`src/rtl/capt_timer_pkg.sv`:
```
`timescale 1ns/1ps
package capt_timer_pkg;
  localparam int CH_NUM  = 4;
  localparam int CNT_W   = 16;
  localparam int PR_W    = 3;
  localparam int DIV_W   = (1 << PR_W) - 1;
  localparam int ADDR_W  = 4;
  localparam int DATA_W  = 16;
  localparam int EDGE_W  = 2 * CH_NUM;

  localparam int ADDR_PRE  = 0;
  localparam int ADDR_MODE = 1;
  localparam int ADDR_EDGE = 2;
  localparam int ADDR_DIR  = 3;
  localparam int ADDR_FLAG = 4;
  localparam int ADDR_IEN  = 5;
  localparam int ADDR_CNT  = 6;
  localparam int ADDR_CAP0 = 8;

  typedef struct packed {
    logic              prRestart;
    logic [PR_W-1:0]   prSel;
    logic [CH_NUM-1:0] armMask;
    logic [CH_NUM-1:0] riseEn;
    logic [CH_NUM-1:0] fallEn;
  } ctrlStrobes_t;
endpackage

```
`src/rtl/capt_timer_ctrl.sv`:
```
`timescale 1ns/1ps
module capt_timer_ctrl
  import capt_timer_pkg::*;
(
  input  logic                           clk,
  input  logic                           rstN,
  input  logic [ADDR_W-1:0]              regAddr,
  input  logic                           regWrEn,
  input  logic [DATA_W-1:0]              regWrData,
  output logic [DATA_W-1:0]              regRdData,
  input  logic [CH_NUM-1:0]              hitVec,
  input  logic [CNT_W-1:0]               counterVal,
  input  logic [CH_NUM-1:0][CNT_W-1:0]   capVal,
  output ctrlStrobes_t                   strobes,
  output logic [CH_NUM-1:0]              flagVec,
  output logic                           irqOut
);
  logic [PR_W-1:0]   prSelQ;
  logic [CH_NUM-1:0] modeQ;
  logic [EDGE_W-1:0] edgeSelQ;
  logic [CH_NUM-1:0] dirQ;
  logic [CH_NUM-1:0] flagQ;
  logic [CH_NUM-1:0] irqEnQ;
  logic [CH_NUM-1:0] clrMask;
  logic              unusedWrBits;

  assign unusedWrBits = ^regWrData[DATA_W-1:EDGE_W];

  function automatic logic isWr(input logic [ADDR_W-1:0] a, input int target);
    return regWrEn && (a == ADDR_W'(target));
  endfunction

  always_ff @(posedge clk or negedge rstN) begin
    if (!rstN) begin
      prSelQ   <= '0;
      modeQ    <= '0;
      edgeSelQ <= '0;
      dirQ     <= '0;
      irqEnQ   <= '0;
    end else begin
      if (isWr(regAddr, ADDR_PRE))  prSelQ   <= regWrData[PR_W-1:0];
      if (isWr(regAddr, ADDR_MODE)) modeQ    <= regWrData[CH_NUM-1:0];
      if (isWr(regAddr, ADDR_EDGE)) edgeSelQ <= regWrData[EDGE_W-1:0];
      if (isWr(regAddr, ADDR_DIR))  dirQ     <= regWrData[CH_NUM-1:0];
      if (isWr(regAddr, ADDR_IEN))  irqEnQ   <= regWrData[CH_NUM-1:0];
    end
  end

  // Write-one-to-clear; a capture in the same cycle takes precedence.
  always_comb begin
    clrMask = isWr(regAddr, ADDR_FLAG) ? regWrData[CH_NUM-1:0] : '0;
  end

  always_ff @(posedge clk or negedge rstN) begin
    if (!rstN) flagQ <= '0;
    else       flagQ <= (flagQ & ~clrMask) | hitVec;
  end

  always_comb begin
    strobes.prRestart = isWr(regAddr, ADDR_PRE);
    strobes.prSel     = prSelQ;
    for (int i = 0; i < CH_NUM; i++) begin
      strobes.armMask[i] = !modeQ[i] && !dirQ[i];
      strobes.riseEn[i]  = edgeSelQ[2*i];
      strobes.fallEn[i]  = edgeSelQ[2*i+1];
    end
  end

  always_comb begin
    regRdData = '0;
    case (regAddr)
      ADDR_W'(ADDR_PRE):  regRdData = DATA_W'(prSelQ);
      ADDR_W'(ADDR_MODE): regRdData = DATA_W'(modeQ);
      ADDR_W'(ADDR_EDGE): regRdData = DATA_W'(edgeSelQ);
      ADDR_W'(ADDR_DIR):  regRdData = DATA_W'(dirQ);
      ADDR_W'(ADDR_FLAG): regRdData = DATA_W'(flagQ);
      ADDR_W'(ADDR_IEN):  regRdData = DATA_W'(irqEnQ);
      ADDR_W'(ADDR_CNT):  regRdData = DATA_W'(counterVal);
      default:            regRdData = '0;
    endcase
    for (int i = 0; i < CH_NUM; i++) begin
      if (regAddr == ADDR_W'(ADDR_CAP0 + i)) regRdData = DATA_W'(capVal[i]);
    end
  end

  assign flagVec = flagQ;
  assign irqOut  = |(flagQ & irqEnQ);
endmodule

```
`src/rtl/capt_timer_dp.sv`:
```
`timescale 1ns/1ps
module capt_timer_dp
  import capt_timer_pkg::*;
(
  input  logic                         clk,
  input  logic                         rstN,
  input  ctrlStrobes_t                 strobes,
  input  logic [CH_NUM-1:0]            pinIn,
  output logic [CH_NUM-1:0]            hitVec,
  output logic [CNT_W-1:0]             counterVal,
  output logic [CH_NUM-1:0][CNT_W-1:0] capVal
);
  logic [DIV_W-1:0] divCntQ;
  logic [DIV_W-1:0] prMask;
  logic             tick;
  logic [CNT_W-1:0] counterQ;

  always_comb begin
    prMask = DIV_W'((32'd1 << strobes.prSel) - 32'd1);
    tick   = !strobes.prRestart && ((divCntQ & prMask) == prMask);
  end

  always_ff @(posedge clk or negedge rstN) begin
    if (!rstN)                  divCntQ <= '0;
    else if (strobes.prRestart) divCntQ <= '0;
    else                        divCntQ <= divCntQ + DIV_W'(1);
  end

  always_ff @(posedge clk or negedge rstN) begin
    if (!rstN)     counterQ <= '0;
    else if (tick) counterQ <= counterQ + CNT_W'(1);
  end

  assign counterVal = counterQ;

  for (genvar n = 0; n < CH_NUM; n++) begin : g_chan
    logic [1:0]       syncQ;
    logic             prevQ;
    logic             rise;
    logic             fall;
    logic             hit;
    logic [CNT_W-1:0] capQ;

    always_ff @(posedge clk or negedge rstN) begin
      if (!rstN) begin
        syncQ <= '0;
        prevQ <= 1'b0;
      end else begin
        syncQ <= {syncQ[0], pinIn[n]};
        prevQ <= syncQ[1];
      end
    end

    always_comb begin
      rise = syncQ[1] && !prevQ;
      fall = !syncQ[1] && prevQ;
      hit  = strobes.armMask[n] &&
             ((rise && strobes.riseEn[n]) || (fall && strobes.fallEn[n]));
    end

    always_ff @(posedge clk or negedge rstN) begin
      if (!rstN)    capQ <= '0;
      else if (hit) capQ <= counterQ;
    end

    assign hitVec[n] = hit;
    assign capVal[n] = capQ;
  end
endmodule

```
`src/rtl/edge_capture_timer.sv`:
```
`timescale 1ns/1ps
module edge_capture_timer
  import capt_timer_pkg::*;
(
  input  logic              clk,
  input  logic              rstN,
  input  logic [3:0]        regAddr,
  input  logic              regWrEn,
  input  logic [15:0]       regWrData,
  output logic [15:0]       regRdData,
  input  logic [3:0]        pinIn,
  output logic              irqOut
);
  ctrlStrobes_t                  strobes;
  logic [CH_NUM-1:0]             hitVec;
  logic [CH_NUM-1:0]             flagVec;
  logic [CNT_W-1:0]              counterVal;
  logic [CH_NUM-1:0][CNT_W-1:0]  capVal;

  capt_timer_ctrl ctrl_i (
    .clk(clk), .rstN(rstN), .regAddr(regAddr), .regWrEn(regWrEn),
    .regWrData(regWrData), .regRdData(regRdData), .hitVec(hitVec),
    .counterVal(counterVal), .capVal(capVal), .strobes(strobes),
    .flagVec(flagVec), .irqOut(irqOut)
  );

  capt_timer_dp dp_i (
    .clk(clk), .rstN(rstN), .strobes(strobes), .pinIn(pinIn),
    .hitVec(hitVec), .counterVal(counterVal), .capVal(capVal)
  );
endmodule

```
`config.mk`:
```
export PLATFORM = sky130hd
export DESIGN_NAME = edge_capture_timer
export DESIGN_NICKNAME = d
export VERILOG_FILES = /design/src/rtl/capt_timer_pkg.sv /design/src/rtl/capt_timer_ctrl.sv /design/src/rtl/capt_timer_dp.sv /design/src/rtl/edge_capture_timer.sv
export SDC_FILE = /design/constraint.sdc
export NUM_CORES = 1
export LEC_CHECK = 0
export BUFFER_PORTS_ARGS = -buffer_cell sky130_fd_sc_hd__buf_4
export CAP_MARGIN = 25
export CORE_ASPECT_RATIO = 1.5
export CORE_MARGIN = 5
export CORE_UTILIZATION = 50
export CTS_CLUSTER_DIAMETER = 40
export CTS_CLUSTER_SIZE = 14
export DETAILED_ROUTE_END_ITERATION = 16
export PLACE_DENSITY = 0.68
export SETUP_SLACK_MARGIN = 0.1
export SLEW_MARGIN = 20
export SYNTH_ARGS = -nofsm -noshare
export SYNTH_HDL_FRONTEND = slang
export SYNTH_HIERARCHICAL = 1
export SYNTH_SLANG_ARGS = --single-unit
export TNS_END_PERCENT = 1
```
`constraint.sdc`:
```
create_clock -name clk -period 2.2 [get_ports clk]
set_input_delay 0.44 -clock clk [delete_from_list [all_inputs] [get_ports clk]]
set_output_delay 0.44 -clock clk [all_outputs]
set_load 0.01 [all_outputs]
```
==> metrics.log, run 1 <==
INFO  metric htree_num_levels = 4
INFO  metric place.port_buffers = 35
INFO  metric grt_util_all_layers = 0.2129
INFO  metric post_synth_inst_count = 487
INFO  metric synth.top_cells.by_area = dfrtp_1 53%, mux2_2 15%, mux2i_1 3.4%, mux2_1 2.6%, xor2_1 2.4%
INFO  metric ir_worst_vdd = 0.5883 mV
INFO  metric library_cells_used_by_synthesis = 55
INFO  metric final.period_utilization = 1.027
INFO  metric ws_path_type = flip-flop to output pin
INFO  metric met1_length = 5.505 mm
INFO  metric yosysMostFrequentCell = dfrtp_1
INFO  metric synthesis.yosys.warnings = 6
INFO  metric postSynthAreaPerCell = 12.24 sq um
INFO  metric cts_sinks = 126
INFO  metric area_growth = 26.23%
INFO  metric cts_tree = yes
INFO  metric clock_tree.root_cell = clkbuf_16
INFO  metric final_core_util = 0.6360
INFO  metric rsz0062_at_grt = yes
INFO  metric failed_checks = setup timing
INFO  metric met2_wirelength = 7.815 mm
INFO  metric number_of_global_route_vias_before_repair = 4,405
INFO  metric clock_path_buffers = 2
INFO  metric cts_inserted_buffers = 17
INFO  metric sequential_element_share_of_the_synthesized_area = 0.5289
INFO  metric yosys.area.top_type_share = 0.5289
INFO  metric worst_setup_hold_path_clk_slew = 50 ps
INFO  metric grt_first_pass_wirelength = 23.30 mm
INFO  metric worst_clock_skew = 6.528 ps
INFO  metric met3_wirelength = 519 um
INFO  metric routedWlPerCell = 19.51 um
INFO  metric synthesis.area = 5962 sq um
INFO  metric layout.filler_cells = 897
INFO  metric detail_route.iter0.violations = 190
INFO  metric share_of_post_route_cells_with_drive_strength_above_1 = 0.4197
INFO  metric synth.largest_area_cell = dfrtp_1
INFO  metric cellLeakagePower = 3.308 nW
INFO  metric routed_wirelength = 14.28 mm
INFO  metric drt_pass1_iterations = 4
INFO  metric yosys_register_bits = 126
INFO  metric grt_start_max_net_pins = 53
INFO  metric share_of_synthesized_registers_carrying_an_async_set_or_reset = 1.000
INFO  metric detailed_place_hpwl = 9.508 mm
INFO  metric drtAntennaViolNets = 0
INFO  metric grt_antenna_before_repair = 0
INFO  metric final_hold_violating_endpoints = 0
INFO  metric drcViolationCount = 0
INFO  metric die_area = 14,250 sq um
INFO  metric floorplan.io_pins = 44
INFO  metric vias = 4,160
INFO  metric outcome = finished with violations
INFO  metric cp.arrival = 1820 ps
INFO  metric slew_viol_final = 0
INFO  metric worst-endpoint-required = 1760 ps
INFO  metric netlist_top_cells_count = 126 x dfrtp_1, 81 x mux2_2, 32 x nand2_1, 29 x nor2_1, 20 x mux2i_1
INFO  metric critical_path.max_fanout = 3
INFO  metric powerDensity = 1138 nW/um^2
INFO  metric crit_path_end_kind = output pin
INFO  metric global_route.overflow_total = 0
INFO  metric core.rowCount = 49
INFO  metric fin_nets = 596
INFO  metric start_kind = flip-flop
INFO  metric final_critical_path_setup_slack = -58.41 ps
INFO  metric routabilityCongestion = 0.8287
INFO  metric power = 8.568 mW
INFO  metric slew_headroom = 0.7213
INFO  metric drt-vias-per-instance = 5.683
INFO  metric min_period = 2258 ps
INFO  metric hp-class = input pin to flip-flop
INFO  metric synth_nets = 516
INFO  metric antenna_cells_inserted = 0
INFO  metric worst-slew-pin-transition = 418.0 ps
INFO  metric maxUsedRoutingLayer = met4
INFO  metric max_cap_viols = 0
INFO  metric clock.fmax = 442.8 MHz
INFO  metric initial_utilization = 0.5039
INFO  metric clock_insertion_delay_worst_skew = 410 ps
INFO  metric fp.coreArea = 11,830 sq um
INFO  metric synth_edf_count = 0
INFO  metric die_w = 99.16 um
INFO  metric report.final.setup_viol = 3
INFO  metric ys.flop_type = dfrtp_1
INFO  metric fp.dieH = 143.7 um
[routing by layer]
metal | vias up | global-route usage
met5 | - | 0
met4 | 0 | 0.08993
met3 | 37 | 0.04225
met2 | 98 | 0.3796
met1 | 2099 | 0.2483
li1 | 1926 | -
[worst paths after layout]
kind / depth (start not counted) / slack (ps) / from / end
max: 5 / -60 / ctrl_i/dirQ[2]$_DFFE_PN0P_ / regRdData[2]
min: 1 / 130 / pinIn[3] / dp_i/g_chan[3].syncQ[0]$_DFF_PN0_
max reg2reg: 6 / 330 / ctrl_i/prSelQ[0]$_DFFE_PN0P_ / dp_i/counterVal[10]$_DFFE_PN0P_
min reg2reg: 0 / 340 / dp_i/g_chan[3].syncQ[0]$_DFF_PN0_ / dp_i/g_chan[3].syncQ[1]$_DFF_PN0_
max in group asynchronous: 3 / 1070 / rstN / dp_i/counterVal[3]$_DFFE_PN0P_
min in group asynchronous: 2 / 500 / rstN / dp_i/g_chan[1].syncQ[1]$_DFF_PN0_
[state kept, by name, indices dropped and copies added (netlist names)]
name	cells
ctrl_i/dirQ	4
ctrl_i/edgeSelQ	8
ctrl_i/flagVec	4
ctrl_i/irqEnQ	4
ctrl_i/modeQ	4
ctrl_i/prSelQ	3
dp_i/counterVal	16
dp_i/divCntQ	7
dp_i/g_chan.capQ	64
dp_i/g_chan.prevQ	4
dp_i/g_chan.syncQ	8
[per-stage QoR]
step / worst slack (ps) / cell area, sq um / instances / hold WS [ps] / TNS, ps
final: -58.41 / 7526 / 732 / 134.8 / -89.93
after global routing: -80.67 / 7526 / 732 / 124.1 / -241.9
after CTS: -31.53 / 7427 / 731 / 117.9 / -81.48
after detailed placement: -166.0 / 6578 / 689 / 335.8 / -405.5
after global placement: -148.9 / 6578 / 689 / 335.8 / -426.8
after floorplan: 132.3 / 5964 / 487 / 144.4 / 0
[report_power, final]
group	switching [mW]	internal (mW)	total, mW	leakage, nW
clock network	0.986	1.89	2.88	0.290
registers	0.523	3.04	3.57	1.48
logic	0.963	1.16	2.12	1.54
[cells in the final DEF (no fill, tap or decap), types with 12 or more instances in the layout]
| master | synthesis | layout |
|---|---|---|
| dfrtp_1 | 126 | 123 |
| mux2_2 | 81 | 80 |
| buf_4 | 11 | 75 |
| nand2_1 | 32 | 31 |
| nor2_1 | 29 | 25 |
| clkbuf_16 | 0 | 17 |
| mux2i_1 | 20 | 16 |
| xor2_1 | 16 | 16 |
| a21oi_1 | 15 | 13 |
| mux2_1 | 14 | 12 |
[critical path, stage by stage, from the launching register on]
cell,delay (ps)
dfrtp_1,440
a22o_1,240
a221oi_4,350
buf_4,170
o22ai_2,60
buf_4,150
[repair_timing]
action / 4_1_cts / 5_1_grt
pin swaps: 14 / 10
setup endpoints to repair: 16 / 16
resized for setup: 30 / 21
hold endpoints to repair: 28 / 0
setup buffers: 10 / 1
hold buffers: 1 / 0
[kinds of logic (layout without fill, tap and decap cells)]
group                    Yosys count  count (layout)  share of synthesized area
flip-flops                       126             126                     0.5289
AO/OA/AOI/OAI                     68              68                    0.08269
XOR/XNOR                          19              19                    0.02791
buffers and inverters             38             130                    0.03610
AND/OR/NAND/NOR                  119             119                     0.1072
adder cells (fa/ha/maj)            2               2                   0.004197
multiplexers                     115             115                     0.2130
[cell type report]
| cell class | count | area, sq um | area share |
|---|---|---|---|
| sequential | 126 | 3157 | 0.4195 |
| clock buffer | 22 | 484.2 | 0.06434 |
| timing repair buffer | 88 | 725.7 | 0.09643 |
| tap | 153 | 191.4 | 0.02544 |
| clock inverter | 9 | 133.9 | 0.01779 |
| inverter | 11 | 45.04 | 0.005985 |
| multi-input combinational | 323 | 2789 | 0.3706 |
Note: power is estimated with default switching activity, not from simulation.
==> run 2: changes to the inputs <==
--- a/config.mk
+++ b/config.mk
@@ -5,6 +5,7 @@
 export SDC_FILE = /design/constraint.sdc
 export NUM_CORES = 1
 export LEC_CHECK = 0
+export ABC_AREA = 1
 export BUFFER_PORTS_ARGS = -buffer_cell sky130_fd_sc_hd__buf_4
 export CAP_MARGIN = 25
 export CORE_ASPECT_RATIO = 1.5
==> metrics.log, run 2 <==
INFO  metric grt_util_all_layers = 0.2236 (+0.01078)
INFO  metric netlist_top_cells_count = 272 x nand2_1, 126 x dfrtp_1, 89 x o21ai_0, 58 x nand3_1, 53 x inv_1
INFO  metric final_common_cell = nand2_1
INFO  metric crit_path_end_kind = output pin
INFO  metric share_of_post_route_cells_with_drive_strength_above_1 = 0.1593 (-0.2604)
INFO  metric start_kind = input pin
INFO  metric synth_edf_count = 0 (unchanged)
INFO  metric library_cells_used_by_synthesis = 30 (-45%)
INFO  metric synth.largest_area_cell = dfrtp_1
INFO  metric grt_use_met1 = 0.2600 (+0.01170)
INFO  metric largest_register_ff_count = 64 (unchanged)
INFO  metric registers.top_by_ff_count = dp_i/g_chan.capQ
INFO  metric floorplan.io_pins = 44 (unchanged)
INFO  metric yosys_register_bits = 126 (unchanged)
INFO  metric number_of_global_route_vias_before_repair = 5,129 (+16%)
INFO  metric cts_inserted_buffers = 17 (unchanged)
INFO  metric sequential_element_share_of_the_synthesized_area = 0.5225 (-0.006360)
INFO  metric critical-path-top-delay-family = simple AND/OR/NAND/NOR gates
INFO  metric cts_sinks = 126 (unchanged)
INFO  metric switchingPower = 2.159 mW (-13%)
INFO  metric post_synth_inst_count = 748 (+54%)
INFO  metric cts_tree = yes
INFO  metric fp.coreArea = 11,890 sq um (+0.52%)
INFO  metric die_w = 99.70 um (+0.54%)
INFO  metric drt_pass1_iterations = 6 (+2)
INFO  metric worst_path_largest_cell_delay = 160 ps (-280 ps)
INFO  metric worst-endpoint-required = 1760 ps (about the same)
INFO  metric die_area = 14,410 sq um (+1.1%)
INFO  metric global_route.overflow_total = 0 (unchanged)
INFO  metric critical_path.max_fanout = 7 (+4)
INFO  metric cp.arrival = 1650 ps (-170 ps)
INFO  metric grt_first_pass_wirelength = 25.16 mm (+8.0%)
INFO  metric synth.top_cells.by_area = dfrtp_1 52%, nand2_1 17%, o21ai_0 7.4%, nand3_1 4.8%, inv_1 3.3%
INFO  metric combinationalPowerShare = 0.169 (-0.079)
INFO  metric share_of_synthesized_registers_carrying_an_async_set_or_reset = 1.000 (unchanged)
INFO  metric final_standard_cell_count_with_taps_included_and_fillers_excluded = 969 (+32%)
INFO  metric worst-slew-pin-transition = 446.7 ps (+28.72 ps)
INFO  metric fp.dieH = 144.6 um (+0.57%)
INFO  metric drtAntennaViolNets = 0 (unchanged)
INFO  metric power.share.switching = 0.3120 (+0.02342)
INFO  metric final_hold_violating_endpoints = 0 (unchanged)
INFO  metric critical_path_buf_inv_count = 4 (+2)
INFO  metric clock_path_buffers = 2 (unchanged)
INFO  metric final_core_util = 0.6056 (-0.03042)
INFO  metric critical_path_cell_list = buf_4 -> inv_4 -> nor2_8 -> buf_4 -> nand3_1 -> nand2_1 -> nor2_1 -> nand3_1 -> nand2_1 -> nand3_1 -> buf_4
INFO  metric routabilityCongestion = 0.9370 (+13%)
INFO  metric numPlacedInstances = 931 (+35%)
INFO  metric max_cap_viols = 0 (unchanged)
INFO  metric ir_worst_vdd = 0.5058 mV (-14%)
INFO  metric grt_antenna_before_repair = 0 (unchanged)
INFO  metric initial_utilization = 0.5074 (+0.003504)
INFO  metric hp-class = input pin to flip-flop
INFO  metric htree_num_levels = 4 (unchanged)
INFO  metric powerDensity = 960.8 nW/um^2 (-16%)
INFO  metric rsz0062_at_grt = yes
INFO  metric area_growth = 19.37%
INFO  metric ys.flop_type = dfrtp_1
INFO  metric cellLeakagePower = 3.507 nW (+6.0%)
INFO  metric layout.area.seq = 3156 sq um (about the same)
INFO  metric ws_path_type = input pin to output pin
INFO  metric outcome = complete, no violations
INFO  metric fin_nets = 832 (+40%)
INFO  metric detail_route.iter0.violations = 359 (+89%)
INFO  metric routedWlPerCell = 15.61 um (-20%)
INFO  metric final_cell_mix = 271 x nand2_1, 124 x dfrtp_1, 89 x o21ai_0
INFO  metric clock_insertion_delay_worst_skew = 410 ps (about the same)
INFO  metric synth_nets = 777 (+51%)
INFO  metric core.rowCount = 49 (unchanged)
INFO  metric clock_tree.root_cell = clkbuf_16
INFO  metric final.period_utilization = 0.9515 (-0.07510)
INFO  metric grt_start_max_net_pins = 39 (-26%)
INFO  metric worst_setup_hold_path_clk_slew = 60 ps (about the same)
INFO  metric slew_headroom = 0.7022 (-0.01915)
INFO  metric min_period = 2093 ps (-165.2 ps)
INFO  metric drt-vias-per-instance = 5.216 (-8.2%)
INFO  metric report.final.setup_viol = 0 (-3)
INFO  metric yosysMostFrequentCell = nand2_1
INFO  metric fin_setup_tns = 0 ps (+89.93 ps)
INFO  metric layout.filler_cells = 1,054 (+18%)
INFO  metric slew_viol_final = 0 (unchanged)
INFO  metric place.port_buffers = 35 (unchanged)
INFO  metric grt-busiest-layer = met2
INFO  metric grt_use_met2 = 0.3950 (+0.01540)
INFO  metric critical-path-slowest-cell = buf_4
INFO  metric internal_portion_of_total_power = 4.762 mW (-22%)
INFO  metric routed_wirelength = 15.13 mm (+5.9%)
INFO  metric multi_input_comb_area = 2521 sq um (-9.6%)
INFO  metric synthesis.yosys.warnings = 6 (unchanged)
INFO  metric antenna_cells_inserted = 0 (unchanged)
INFO  metric clock.fmax = 477.7 MHz (+7.9%)
INFO  metric power_frac_seq = 0.436 (+0.020)
INFO  metric postSynthAreaPerCell = 8.068 sq um (-34%)
INFO  metric drcViolationCount = 0 (unchanged)
INFO  metric yosys.area.top_type_share = 0.5225 (-0.006360)
INFO  metric grt_use_met3 = 0.04295 (+0.0007001)
INFO  metric vias = 5,054 (+21%)
INFO  metric power.clock.fraction = 0.395 (+0.059)
INFO  metric detailed_place_hpwl = 10.64 mm (+12%)
INFO  metric worst_clock_skew = 10.22 ps (+3.692 ps)
INFO  metric synthesis.area = 6035 sq um (+1.2%)
INFO  metric power = 6.921 mW (-19%)
-- run 2: cell types whose count changed after synthesis, sizes merged, moves of 7 or more --
| cell | previous run | this run |
|---|---|---|
| nand3b | 7 | 0 |
| o21ai | 10 | 94 |
| mux2i | 20 | 0 |
| inv | 11 | 56 |
| mux2 | 95 | 4 |
| xor2 | 16 | 7 |
| and3 | 7 | 0 |
| nor2 | 30 | 52 |
| nand3 | 9 | 58 |
| o221ai | 8 | 0 |
| nand2 | 33 | 282 |
-- run 2: area by class of cell --
class / count / share of cell area
inverter: 57 / 0.03022
clock inverter: 14 / 0.02015
tap: 153 / 0.02658
multi-input combinational: 538 / 0.3500
clock buffer: 18 / 0.06097
sequential: 126 / 0.4381
timing repair buffer: 63 / 0.07400
-- run 2: power by group through the flow --
stage / logic, mW / clock network [mW] / registers (mW)
after floorplan: 0.837 / 0 / 2.95
after global placement: 1.10 / 0 / 3.03
after detailed placement: 1.14 / 0 / 3.05
after CTS: 1.15 / 2.79 / 3.02
after global routing: 1.33 / 2.90 / 3.08
final: 1.17 / 2.73 / 3.02
-- run 2: per-stage QoR --
stage	area [sq um]	hold WS, ps	setup slack (ps)
6_report	7203	131.5	106.8
5_1_grt	7203	114.9	52.57
4_1_cts	7121	116.2	93.80
3_5_place_dp	6526	339.6	104.7
3_3_place_gp	6526	332.9	102.4
2_1_floorplan	6035	144.4	549.4
-- run 2: worst paths after layout --
path                                                   startpoint                           endpoint  slack [ps]  depth (start not counted)
worst max-delay path                                   regAddr[1]                       regRdData[1]         110                         11
worst min-delay path                                     pinIn[3]  dp_i/g_chan[3].syncQ[0]$_DFF_PN0_         130                          1
worst max register to register     dp_i/counterVal[1]$_DFFE_PN0P_    dp_i/counterVal[14]$_DFFE_PN0P_         570                          8
worst min register to register  dp_i/g_chan[3].syncQ[0]$_DFF_PN0_  dp_i/g_chan[3].syncQ[1]$_DFF_PN0_         350                          0
max in group asynchronous                                    rstN    dp_i/counterVal[11]$_DFFE_PN0P_        1030                          3
min in group asynchronous                                    rstN     ctrl_i/edgeSelQ[0]$_DFFE_PN0P_         520                          2
-- run 2: logic make-up after synthesis --
logic type | synth area share
buffers and inverters | 0.06303
multiplexers | 0.008708
XOR/XNOR | 0.01161
adder cells (fa/ha/maj) | 0.004146
flip-flops | 0.5225
AO/OA/AOI/OAI | 0.1078
AND/OR/NAND/NOR | 0.2822
-- run 2: repair_timing --
item                       in CTS  in global routing
hold buffers                    1                  0
gates resized for setup         0                 10
gates cloned                    0                  0
setup endpoints to repair       2                 16
setup buffers                   0                  5
pin swaps                       1                  3
hold endpoints to repair       30                  0
-- run 2: routing by layer --
layer	vias to the layer above	part of all wire
met5	-	0
met4	0	0.032
met1	2382	0.39
met3	34	0.050
li1	2499	-
met2	139	0.53
==> run 3: changes to the inputs <==
--- a/config.mk
+++ b/config.mk
@@ -14,7 +14,7 @@
 export CTS_CLUSTER_DIAMETER = 40
 export CTS_CLUSTER_SIZE = 14
 export DETAILED_ROUTE_END_ITERATION = 16
-export PLACE_DENSITY = 0.68
+export PLACE_DENSITY = 0.71
 export SETUP_SLACK_MARGIN = 0.1
 export SLEW_MARGIN = 20
 export SYNTH_ARGS = -nofsm -noshare
==> constraint.sdc (replaced) <==
create_clock -name clk -period 1.7 [get_ports clk]
set_input_delay 0.34 -clock clk [delete_from_list [all_inputs] [get_ports clk]]
set_output_delay 0.34 -clock clk [all_outputs]
set_load 0.01 [all_outputs]
==> metrics.log, run 3 (same netlist as run 2, synthesis figures left out) <==
INFO  metric share_of_post_route_cells_with_drive_strength_above_1 = 0.1995 (+0.04021)
INFO  metric vias = 5,276 (+4.4%)
INFO  metric min_to = dp_i/g_chan[3].syncQ[0]$_DFF_PN0_
INFO  metric holdCritStartpoint = pinIn[3]
INFO  metric grt_first_pass_wirelength = 26.01 mm (+3.4%)
INFO  metric numPlacedInstances = 942 (+1.2%)
INFO  metric worst_clock_skew = 9.968 ps (-0.2522 ps)
INFO  metric worst-slew-pin-transition = 363.4 ps (-83.36 ps)
INFO  metric timing.reg2reg.setup_slack = 200 ps (-370 ps)
INFO  metric core.rowCount = 49 (unchanged)
INFO  metric slew_viol_final = 0 (unchanged)
INFO  metric cellLeakagePower = 3.596 nW (+2.5%)
INFO  metric antenna_cells_inserted = 0 (unchanged)
INFO  metric report.final.setup_viol = 16 (+16)
INFO  metric area_growth = 23.08%
INFO  metric hold_depth = 1 (unchanged)
INFO  metric final_cell_mix = 270 x nand2_1, 117 x dfrtp_1, 89 x o21ai_0
INFO  metric floorplan.io_pins = 44 (unchanged)
INFO  metric grt_antenna_before_repair = 0 (unchanged)
INFO  metric power.share.switching = 0.3135 (+0.001556)
INFO  metric combinationalPowerShare = 0.191 (+0.022)
INFO  metric die_w = 99.70 um (unchanged)
INFO  metric drt_pass1_iterations = 4 (-2)
INFO  metric rsz0062_at_grt = yes
INFO  metric detailed_place_hpwl = 10.73 mm (+0.80%)
INFO  metric internal_portion_of_total_power = 6.296 mW (+32%)
INFO  metric grt_start_max_net_pins = 49 (+26%)
INFO  metric initial_utilization = 0.5074 (unchanged)
INFO  metric rr_endpoint = dp_i/counterVal[14]$_DFFE_PN0P_
INFO  metric fp.coreArea = 11,890 sq um (unchanged)
INFO  metric routedWlPerCell = 16.06 um (+2.8%)
INFO  metric worst_hold_slack = 26.32 ps (-105.1 ps)
INFO  metric worst-endpoint-required = 1360 ps (-400 ps)
INFO  metric cts_inserted_buffers = 17 (unchanged)
INFO  metric powerDensity = 1235 nW/um^2 (+29%)
INFO  metric clock_insertion_delay_worst_skew = 420 ps (about the same)
INFO  metric ir_worst_vdd = 0.6469 mV (+28%)
INFO  metric slew_headroom = 0.7578 (+0.05557)
INFO  metric hp-class = input pin to flip-flop
INFO  metric r2r.worst_path.cells = 9 (+1)
INFO  metric cts_tree = yes
INFO  metric clock.fmax = 527.1 MHz
INFO  metric die_area = 14,410 sq um (unchanged)
INFO  metric crit_path_end_kind = output pin
INFO  metric final_common_cell = nand2_1
INFO  metric clock_path_buffers = 2 (unchanged)
INFO  metric place.port_buffers = 35 (unchanged)
INFO  metric worst_setup_hold_path_clk_slew = 60 ps (about the same)
INFO  metric registers.top_by_ff_count = dp_i/g_chan.capQ
INFO  metric final_hold_violating_endpoints = 0 (unchanged)
INFO  metric grt_util_all_layers = 0.2311 (+0.007489)
INFO  metric final_core_util = 0.6244 (+0.01883)
INFO  metric detail_route.iter0.violations = 347 (-3.3%)
INFO  metric final.period_utilization = 1.116
INFO  metric global_route.overflow_total = 0 (unchanged)
INFO  metric failed_checks = setup timing
INFO  metric start_kind = flip-flop
INFO  metric routed_wirelength = 15.82 mm (+4.5%)
INFO  metric min_period = 1897 ps
INFO  metric clock_tree.root_cell = clkbuf_16
INFO  metric outcome = finished with violations
INFO  metric cp.arrival = 1560 ps (-90 ps)
INFO  metric switchingPower = 2.876 mW (+33%)
INFO  metric power.clock.fraction = 0.388 (-0.007)
INFO  metric drcViolationCount = 0 (unchanged)
INFO  metric fin_nets = 848 (+1.9%)
INFO  metric final_critical_path_setup_slack = -197.3 ps (-304.1 ps)
INFO  metric power_frac_seq = 0.421 (-0.015)
INFO  metric drt-vias-per-instance = 5.356 (+2.7%)
INFO  metric fin_setup_tns = -1297 ps (-1297 ps)
INFO  metric cts_sinks = 126 (unchanged)
INFO  metric ws_path_type = flip-flop to output pin
INFO  metric critical_path.max_fanout = 3 (-4)
INFO  metric max_cap_viols = 0 (unchanged)
INFO  metric number_of_global_route_vias_before_repair = 5,346 (+4.2%)
INFO  metric routabilityCongestion = 0.9243 (-1.4%)
INFO  metric fp.dieH = 144.6 um (unchanged)
INFO  metric largest_register_ff_count = 64 (unchanged)
INFO  metric reg2reg_from = dp_i/counterVal[1]$_DFFE_PN0P_
INFO  metric htree_num_levels = 4 (unchanged)
INFO  metric drtAntennaViolNets = 0 (unchanged)
INFO  metric final_standard_cell_count_with_taps_included_and_fillers_excluded = 985 (+1.7%)
## run 3: cell count changes in the layout (fill, tap and decap cells not counted), sizes merged
cell	delta
buf	+16
clkinv	-2
clkinvlp	+1
inv	+1
## run 3: power by group through the flow
stage / clock network (mW) / logic, mW / registers (mW)
5_1_grt: 3.79 / 1.96 / 3.92
2_1_floorplan: 0 / 1.08 / 3.82
6_report: 3.56 / 1.75 / 3.86
3_5_place_dp: 0 / 1.53 / 3.95
3_3_place_gp: 0 / 1.47 / 3.92
4_1_cts: 3.62 / 1.74 / 3.86
## run 3: worst max path at each step
stage	end	startpoint	depth (start not counted)	slack, ps
5_1_grt	regRdData[0]	ctrl_i/irqEnQ[0]$_DFFE_PN0P_	7	-240
6_report	regRdData[0]	ctrl_i/flagVec[0]$_DFF_PN0_	7	-200
3_5_place_dp	regRdData[4]	regAddr[3]	9	-220
2_1_floorplan	dp_i/counterVal[12]$_DFFE_PN0P_	regAddr[1]	10	170
3_3_place_gp	regRdData[10]	regAddr[3]	9	-200
4_1_cts	regRdData[1]	ctrl_i/dirQ[1]$_DFFE_PN0P_	7	-170
## run 3: area by class of cell
type	count	area (sq um)
well taps	153	191.4
clock inverters	14	146.4
flip-flops and latches	126	3164
clock buffers	18	439.2
multi-input cells	538	2572
repair buffers	79	688.2
fillers	1016	4467
inverters	57	225.2
## run 3: per-layer routing
layer,vias to the layer above,part of all wire,track usage
met2,166,0.52,0.4119
met1,2534,0.39,0.2633
met4,0,0.040,0.1043
li1,2531,-,-
met5,-,0,0
met3,45,0.044,0.05068
## run 3: through the flow
| stage | worst slack, ps | area [sq um] | power (mW) |
|---|---|---|---|
| final | -197.3 | 7427 | 9.172 |
| after detailed placement | -222.5 | 6634 | 5.476 |
| after global routing | -239.1 | 7427 | 9.672 |
| after floorplan | 171.5 | 6035 | 4.901 |
| after global placement | -204.2 | 6634 | 5.395 |
| after CTS | -165.8 | 7397 | 9.214 |
## run 3: timing repair
| action | in CTS | in global routing |
|---|---|---|
| gates resized for setup | 31 | 9 |
| endpoints found under the hold margin | 19 | 0 |
| endpoints found under the setup margin | 16 | 21 |
| hold buffers | 1 | 0 |
| pin swaps | 8 | 5 |
| buffers inserted | 10 | 0 |
## run 3: critical path, cell delays in order, from the launching register on
cell and delay (ps):
dfrtp_1 400, nand3_1 100, nand2_1 70, nor2_2 120
nand3_1 90, nand2_1 90, nand3_2 130, buf_6 160
